**config.mk**
```make
export PLATFORM = sky130hd
export DESIGN_NAME = svpwm_gen
export DESIGN_NICKNAME = d
export VERILOG_FILES = /design/src/rtl/svpwm_pkg.sv /design/src/rtl/svpwm_ctrl.sv /design/src/rtl/svpwm_datapath.sv /design/src/rtl/svpwm_deadtime.sv /design/src/rtl/svpwm_gen.sv
export SDC_FILE = /design/constraint.sdc
export NUM_CORES = 2
export LEC_CHECK = 0
export ABC_AREA = 1
export CAP_MARGIN = 0
export CORE_MARGIN = 2
export CORE_UTILIZATION = 51
export DETAILED_ROUTE_END_ITERATION = 8
export GPL_TIMING_DRIVEN = 0
export PLACE_DENSITY = 0.68
export SYNTH_ARGS = -nofsm -noshare
export SYNTH_HDL_FRONTEND = slang
export SYNTH_SLANG_ARGS = --single-unit
```
**constraint.sdc**
```tcl
create_clock -name clk -period 21.2 [get_ports clk]
set_input_delay 4.24 -clock clk [delete_from_list [all_inputs] [get_ports clk]]
set_output_delay 4.24 -clock clk [all_outputs]
set_load 0.01 [all_outputs]
```
**src/rtl/svpwm_pkg.sv**
```systemverilog
package svpwm_pkg;
  // Strobes from the carrier control to the datapath.
  typedef struct packed {
    logic load;    // carrier at a turning point: capture new duties
    logic valley;  // carrier at zero: period is being latched
  } ctrl_stb_t;
endpackage

```
**src/rtl/svpwm_ctrl.sv**
```systemverilog
module svpwm_ctrl
  import svpwm_pkg::*;
#(
  parameter int CNT_W = 16
) (
  input  logic             clk,
  input  logic             rst_n,
  input  logic [CNT_W-1:0] halfPeriod,
  output logic [CNT_W-1:0] cnt,
  output logic             up,
  output logic [CNT_W-1:0] periodReg,
  output logic [CNT_W-1:0] periodUse,
  output ctrl_stb_t        stb
);
  logic [CNT_W-1:0] periodIn;
  logic             atValley;
  logic             atPeak;

  assign periodIn  = (halfPeriod == '0) ? CNT_W'(1) : halfPeriod;
  assign atValley  = (cnt == '0);
  assign atPeak    = up && (cnt >= periodReg) && !atValley;
  assign periodUse = atValley ? periodIn : periodReg;

  always_comb begin
    stb.load   = atValley || atPeak;
    stb.valley = atValley;
  end

  always_ff @(posedge clk) begin
    if (!rst_n) begin
      cnt       <= '0;
      up        <= 1'b1;
      periodReg <= CNT_W'(1);
    end else if (atValley) begin
      up        <= 1'b1;
      cnt       <= CNT_W'(1);
      periodReg <= periodIn;
    end else if (atPeak) begin
      up  <= 1'b0;
      cnt <= cnt - CNT_W'(1);
    end else if (up) begin
      cnt <= cnt + CNT_W'(1);
    end else begin
      cnt <= cnt - CNT_W'(1);
    end
  end
endmodule

```
**src/rtl/svpwm_datapath.sv**
```systemverilog
module svpwm_datapath
  import svpwm_pkg::*;
#(
  parameter int REF_W = 16,
  parameter int CNT_W = 16,
  parameter int LEGS  = 3
) (
  input  logic                    clk,
  input  logic                    rst_n,
  input  logic signed [REF_W-1:0] refs [LEGS],
  input  ctrl_stb_t               stb,
  input  logic        [CNT_W-1:0] periodUse,
  input  logic        [CNT_W-1:0] periodReg,
  input  logic        [CNT_W-1:0] cnt,
  output logic        [LEGS-1:0]  legState,
  output logic signed [REF_W-1:0] offsetRef,
  output logic                    updStrobe
);
  localparam int PW = REF_W + CNT_W + 2;

  logic signed [REF_W-1:0] loAB, hiAB, minHiC, midVal, offNext;
  logic        [CNT_W-1:0] dutyReg [LEGS];

  // Middle value of three: max(min(a,b), min(max(a,b), c)).
  always_comb begin
    loAB    = (refs[0] < refs[1]) ? refs[0] : refs[1];
    hiAB    = (refs[0] < refs[1]) ? refs[1] : refs[0];
    minHiC  = (hiAB < refs[2]) ? hiAB : refs[2];
    midVal  = (loAB > minHiC) ? loAB : minHiC;
    offNext = midVal >>> 1;
  end

  genvar g;
  generate
    for (g = 0; g < LEGS; g++) begin : gLeg
      logic signed [REF_W:0]  adj;
      logic signed [PW-1:0]   adjW, perW, halfW, prod, sum;
      logic        [CNT_W-1:0] dutyNext;
      logic        [CNT_W-1:0] thr;

      always_comb begin
        adj   = {refs[g][REF_W-1], refs[g]} + {offNext[REF_W-1], offNext};
        adjW  = PW'(adj);
        perW  = signed'(PW'({1'b0, periodUse}));
        halfW = signed'(PW'(periodUse >> 1));
        prod  = adjW * perW;
        sum   = (prod >>> REF_W) + halfW;
        if (sum < 0)
          dutyNext = '0;
        else if (sum > perW)
          dutyNext = periodUse;
        else
          dutyNext = sum[CNT_W-1:0];
      end

      assign thr = periodReg - dutyReg[g];

      always_ff @(posedge clk) begin
        if (!rst_n) begin
          dutyReg[g]  <= '0;
          legState[g] <= 1'b0;
        end else begin
          if (stb.load) dutyReg[g] <= dutyNext;
          legState[g] <= (cnt > thr);
        end
      end
    end
  endgenerate

  always_ff @(posedge clk) begin
    if (!rst_n) begin
      offsetRef <= '0;
      updStrobe <= 1'b0;
    end else begin
      updStrobe <= stb.load;
      if (stb.load) offsetRef <= offNext;
    end
  end
endmodule

```
**src/rtl/svpwm_deadtime.sv**
```systemverilog
module svpwm_deadtime #(
  parameter int DT_W = 10
) (
  input  logic            clk,
  input  logic            rst_n,
  input  logic            legIn,
  input  logic [DT_W-1:0] deadTicks,
  output logic            gHi,
  output logic            gLo
);
  logic            stateQ;
  logic [DT_W-1:0] waitCnt;

  always_ff @(posedge clk) begin
    if (!rst_n) begin
      stateQ  <= 1'b0;
      waitCnt <= DT_W'(1);
      gHi     <= 1'b0;
      gLo     <= 1'b0;
    end else if (legIn != stateQ) begin
      stateQ <= legIn;
      if (deadTicks == '0) begin
        gHi     <= legIn;
        gLo     <= ~legIn;
        waitCnt <= '0;
      end else begin
        gHi     <= 1'b0;
        gLo     <= 1'b0;
        waitCnt <= deadTicks;
      end
    end else if (waitCnt == DT_W'(1)) begin
      gHi     <= stateQ;
      gLo     <= ~stateQ;
      waitCnt <= '0;
    end else if (waitCnt != '0) begin
      waitCnt <= waitCnt - DT_W'(1);
    end
  end
endmodule

```
**src/rtl/svpwm_gen.sv**
```systemverilog
module svpwm_gen
  import svpwm_pkg::*;
#(
  parameter int REF_W = 16,
  parameter int CNT_W = 16,
  parameter int DT_W  = 10
) (
  input  logic                    clk,
  input  logic                    rst_n,
  input  logic signed [REF_W-1:0] refA,
  input  logic signed [REF_W-1:0] refB,
  input  logic signed [REF_W-1:0] refC,
  input  logic        [CNT_W-1:0] halfPeriod,
  input  logic        [DT_W-1:0]  deadTicks,
  output logic        [2:0]       gateHi,
  output logic        [2:0]       gateLo,
  output logic signed [REF_W-1:0] offsetRef,
  output logic        [CNT_W-1:0] carrierCnt,
  output logic                    carrierUp,
  output logic                    updStrobe
);
  localparam int LEGS = 3;

  ctrl_stb_t               stb;
  logic        [CNT_W-1:0] periodReg, periodUse;
  logic        [LEGS-1:0]  legState;
  logic signed [REF_W-1:0] refs [LEGS];

  assign refs[0] = refA;
  assign refs[1] = refB;
  assign refs[2] = refC;

  svpwm_ctrl #(.CNT_W(CNT_W)) uCtrl (
    .clk(clk), .rst_n(rst_n), .halfPeriod(halfPeriod),
    .cnt(carrierCnt), .up(carrierUp), .periodReg(periodReg),
    .periodUse(periodUse), .stb(stb)
  );

  svpwm_datapath #(.REF_W(REF_W), .CNT_W(CNT_W), .LEGS(LEGS)) uData (
    .clk(clk), .rst_n(rst_n), .refs(refs), .stb(stb),
    .periodUse(periodUse), .periodReg(periodReg), .cnt(carrierCnt),
    .legState(legState), .offsetRef(offsetRef), .updStrobe(updStrobe)
  );

  genvar g;
  generate
    for (g = 0; g < LEGS; g++) begin : gDead
      svpwm_deadtime #(.DT_W(DT_W)) uDead (
        .clk(clk), .rst_n(rst_n), .legIn(legState[g]),
        .deadTicks(deadTicks), .gHi(gateHi[g]), .gLo(gateLo[g])
      );
    end
  endgenerate
endmodule

```
==> flow_summary.ini <==
[synthesis]
ys_ff_latch = 139
synth_top_area_share_pct = 35.01
yosysSeqAreaShare_pct = 6.793
synth_cell_types = 72
syn_area_um2 = 48030
synth_top_area_cell = fa_1
syn-num-nets = 7660
syn_avg_cell_area_um2 = 7.770
syn_inst = 6182
ys_top_cells_by_area = fa_1, ha_1, inv_1, nand2_1, nor2_1
yosys_warnings = 0
synth_edf_count = 48
ys.flop_type = dfxtp_1
async_flop_share_pct = 0

[critical_path]
cp_common_cell = nand2_1
path_class = in -> reg
cp.arrival_ns = 20.55
critPathCaptureType = flop
crit_path_max_incr_delay_ns = 0.55
crit_required_ns = 21.38
slowest_stage = clkdlybuf4s50_1
startpoint_type = input port
path_max_fanout = 10

[sta]
finalSetupViolCount = 0
min_period_over_period_pct = 96.08
report.final.slew_viol_count = 13
finalSetupTns_ns = 0
fin_crit_ns = 20.37
hold_viol_final = 0
clock_skew_ns = 0.009375
slew_headroom_pct = -2.148
tightest_slew_ns = 1.532
max_freq_mhz = 49.09

[route]
drt_iter0_drc = 3782
drc = 0
met2WireLength_um = 71410
drt-met1-wl_um = 65140
via_per_inst = 5.528
vias = 42150
routed_wl_um = 162800
ant_nets = 0
route.met3.wl_um = 16130
wl_per_cell_um = 21.35
dr.max_layer_used = met5
drt_first_pass_iters = 8

[layout]
postLayoutCoreUtil_pct = 56.25
fillers = 8956
final_nets = 7834
post_route_cells_drive_above_1_share_pct = 5.762
layout_commonest_cell = inv_1
final_cell_mix = inv_1, nand2_1, fa_1
area_delta_synth_final_pct = 9.286

[status]
status = finished with violations
violations = capacitance limit, slew limit

[grt]
antenna_found_initial = 5
grt_pass1_vias = 42330
grt.total_usage_pct = 33.93
grt_pass1_wl_um = 248700
grt_overflow_total = 0
grt_max_degree = 46

[clocking]
cts_tree = yes
cts-root-buf = clkbuf_16
clock-sinks = 139
hold_buffers = 0
clk_transition_reported_paths_ns = 0.06
insertion_delay_ns = 0.43
clock_tree.htree_level_count = 4
cts_buffer_depth = 2
cts_buffers = 17

[place]
port_buffers = 115
globalplace.congestion = 0.9945
dp_hpwl_um = 134600

[flow_run]
maxCapViolations = 1

[floorplanning]
die_w_um = 310.9
start_util_pct = 51.47
die_area_um2 = 96660
io_pins = 116
die-height_um = 310.9
fp.coreArea_um2 = 93330
fp-row-count = 112

[hold_path]
hp-class = reg -> reg
==> what timing repair did <==
action                     in CTS  in global routing
setup endpoints to repair      48                 48
setup buffers                   5                 33
pin swaps                       4                 32
hold endpoints to repair        0                  0
gates resized for setup        48                152
==> layer usage <==
layer | up-vias | global-route usage (%)
met5 | - | 0
met4 | 4 | 16.88
met3 | 474 | 6.985
met2 | 1910 | 53.34
met1 | 20520 | 44.64
li1 | 19240 | -
==> kinds of logic after synthesis <==
logic type      after synthesis  synth area share [%]
fa+ha+maj                  1402                 49.65
buf+inv                    1600                 12.82
simple gates               2083                 18.07
xor+xnor                    210                 3.907
flops                       139                 6.793
compound gates              748                 8.760
==> flip-flops by register name (all words and copies together) (netlist names), 3 cells and up <==
signal,cells
uCtrl.periodReg,16
gDead.uDead.waitCnt,30
uCtrl.cnt,16
gDead.uDead.stateQ,3
gDead.uDead.gLo,3
uData.legState,3
uData.offsetRef,15
gDead.uDead.gHi,3
uData.dutyReg,48
==> cells in the mapped netlist (all sizes together), types with 19 or more instances <==
| master | instances |
|---|---|
| buf | 40 |
| clkbuf | 102 |
| or2 | 72 |
| ha | 562 |
| clkinv | 22 |
| nand2 | 1051 |
| nand4 | 27 |
| edfxtp | 48 |
| xnor2 | 72 |
| nor4 | 24 |
| and2 | 35 |
| nand3 | 161 |
| o21ai | 188 |
| a21oi | 415 |
| nor3 | 54 |
| dfxtp | 91 |
| nor2 | 652 |
| a31oi | 19 |
| fa | 840 |
| inv | 1436 |
| xor2 | 138 |
==> worst paths after layout <==
check	start	endpoint	slack, ns	depth (start not counted)
setup / recovery	refB[7]	uData.dutyReg[0][5]$_SDFFCE_PP0P_	0.83	88
hold / removal	uData.offsetRef[13]$_SDFFE_PN0P_	uData.offsetRef[13]$_SDFFE_PN0P_	0.45	2
hold reg to reg	uData.offsetRef[13]$_SDFFE_PN0P_	uData.offsetRef[13]$_SDFFE_PN0P_	0.45	2
setup reg to reg	uCtrl.cnt[0]$_SDFF_PN0_	uData.dutyReg[1][0]$_SDFFCE_PP0P_	8.35	52
==> critical path, delay by kind of cell <==
kind,cells,cell delay (ns)
fa+ha+maj,15,5.97
simple gates,37,4.01
compound gates,21,3.79
buf+inv,13,2.06
xor+xnor,2,0.46
==> layout make-up <==
type / count / area [um^2] / share of cell area (%)
multi-input cells: 4443 / 39290 / 74.84
inverters: 1458 / 5503 / 10.48
flip-flops and latches: 139 / 3263 / 6.216
well taps: 1254 / 1569 / 2.989
repair buffers: 155 / 1549 / 2.951
plain buffers: 142 / 737.0 / 1.404
clock buffers: 18 / 429.2 / 0.8175
clock inverters: 14 / 155.1 / 0.2956
diodes: 1 / 2.502 / 0.004767
==> per-stage QoR <==
stage / std cells / worst slack (ns) / area, um^2 / hold slack [ns]
after floorplan: 6182 / 2.553 / 48030 / 0.4427
after global placement: 7551 / -3.202 / 50750 / 0.4403
after detailed placement: 7553 / -2.796 / 50820 / 0.4397
after CTS: 7590 / 0.02246 / 51670 / 0.4535
after global routing: 7623 / -0.08759 / 52490 / 0.4698
final: 7624 / 0.8312 / 52490 / 0.4513
Power is left out: the tool's default activity adds up to more than one toggle a clock period on the data nets, which glitch-free logic cannot reach.
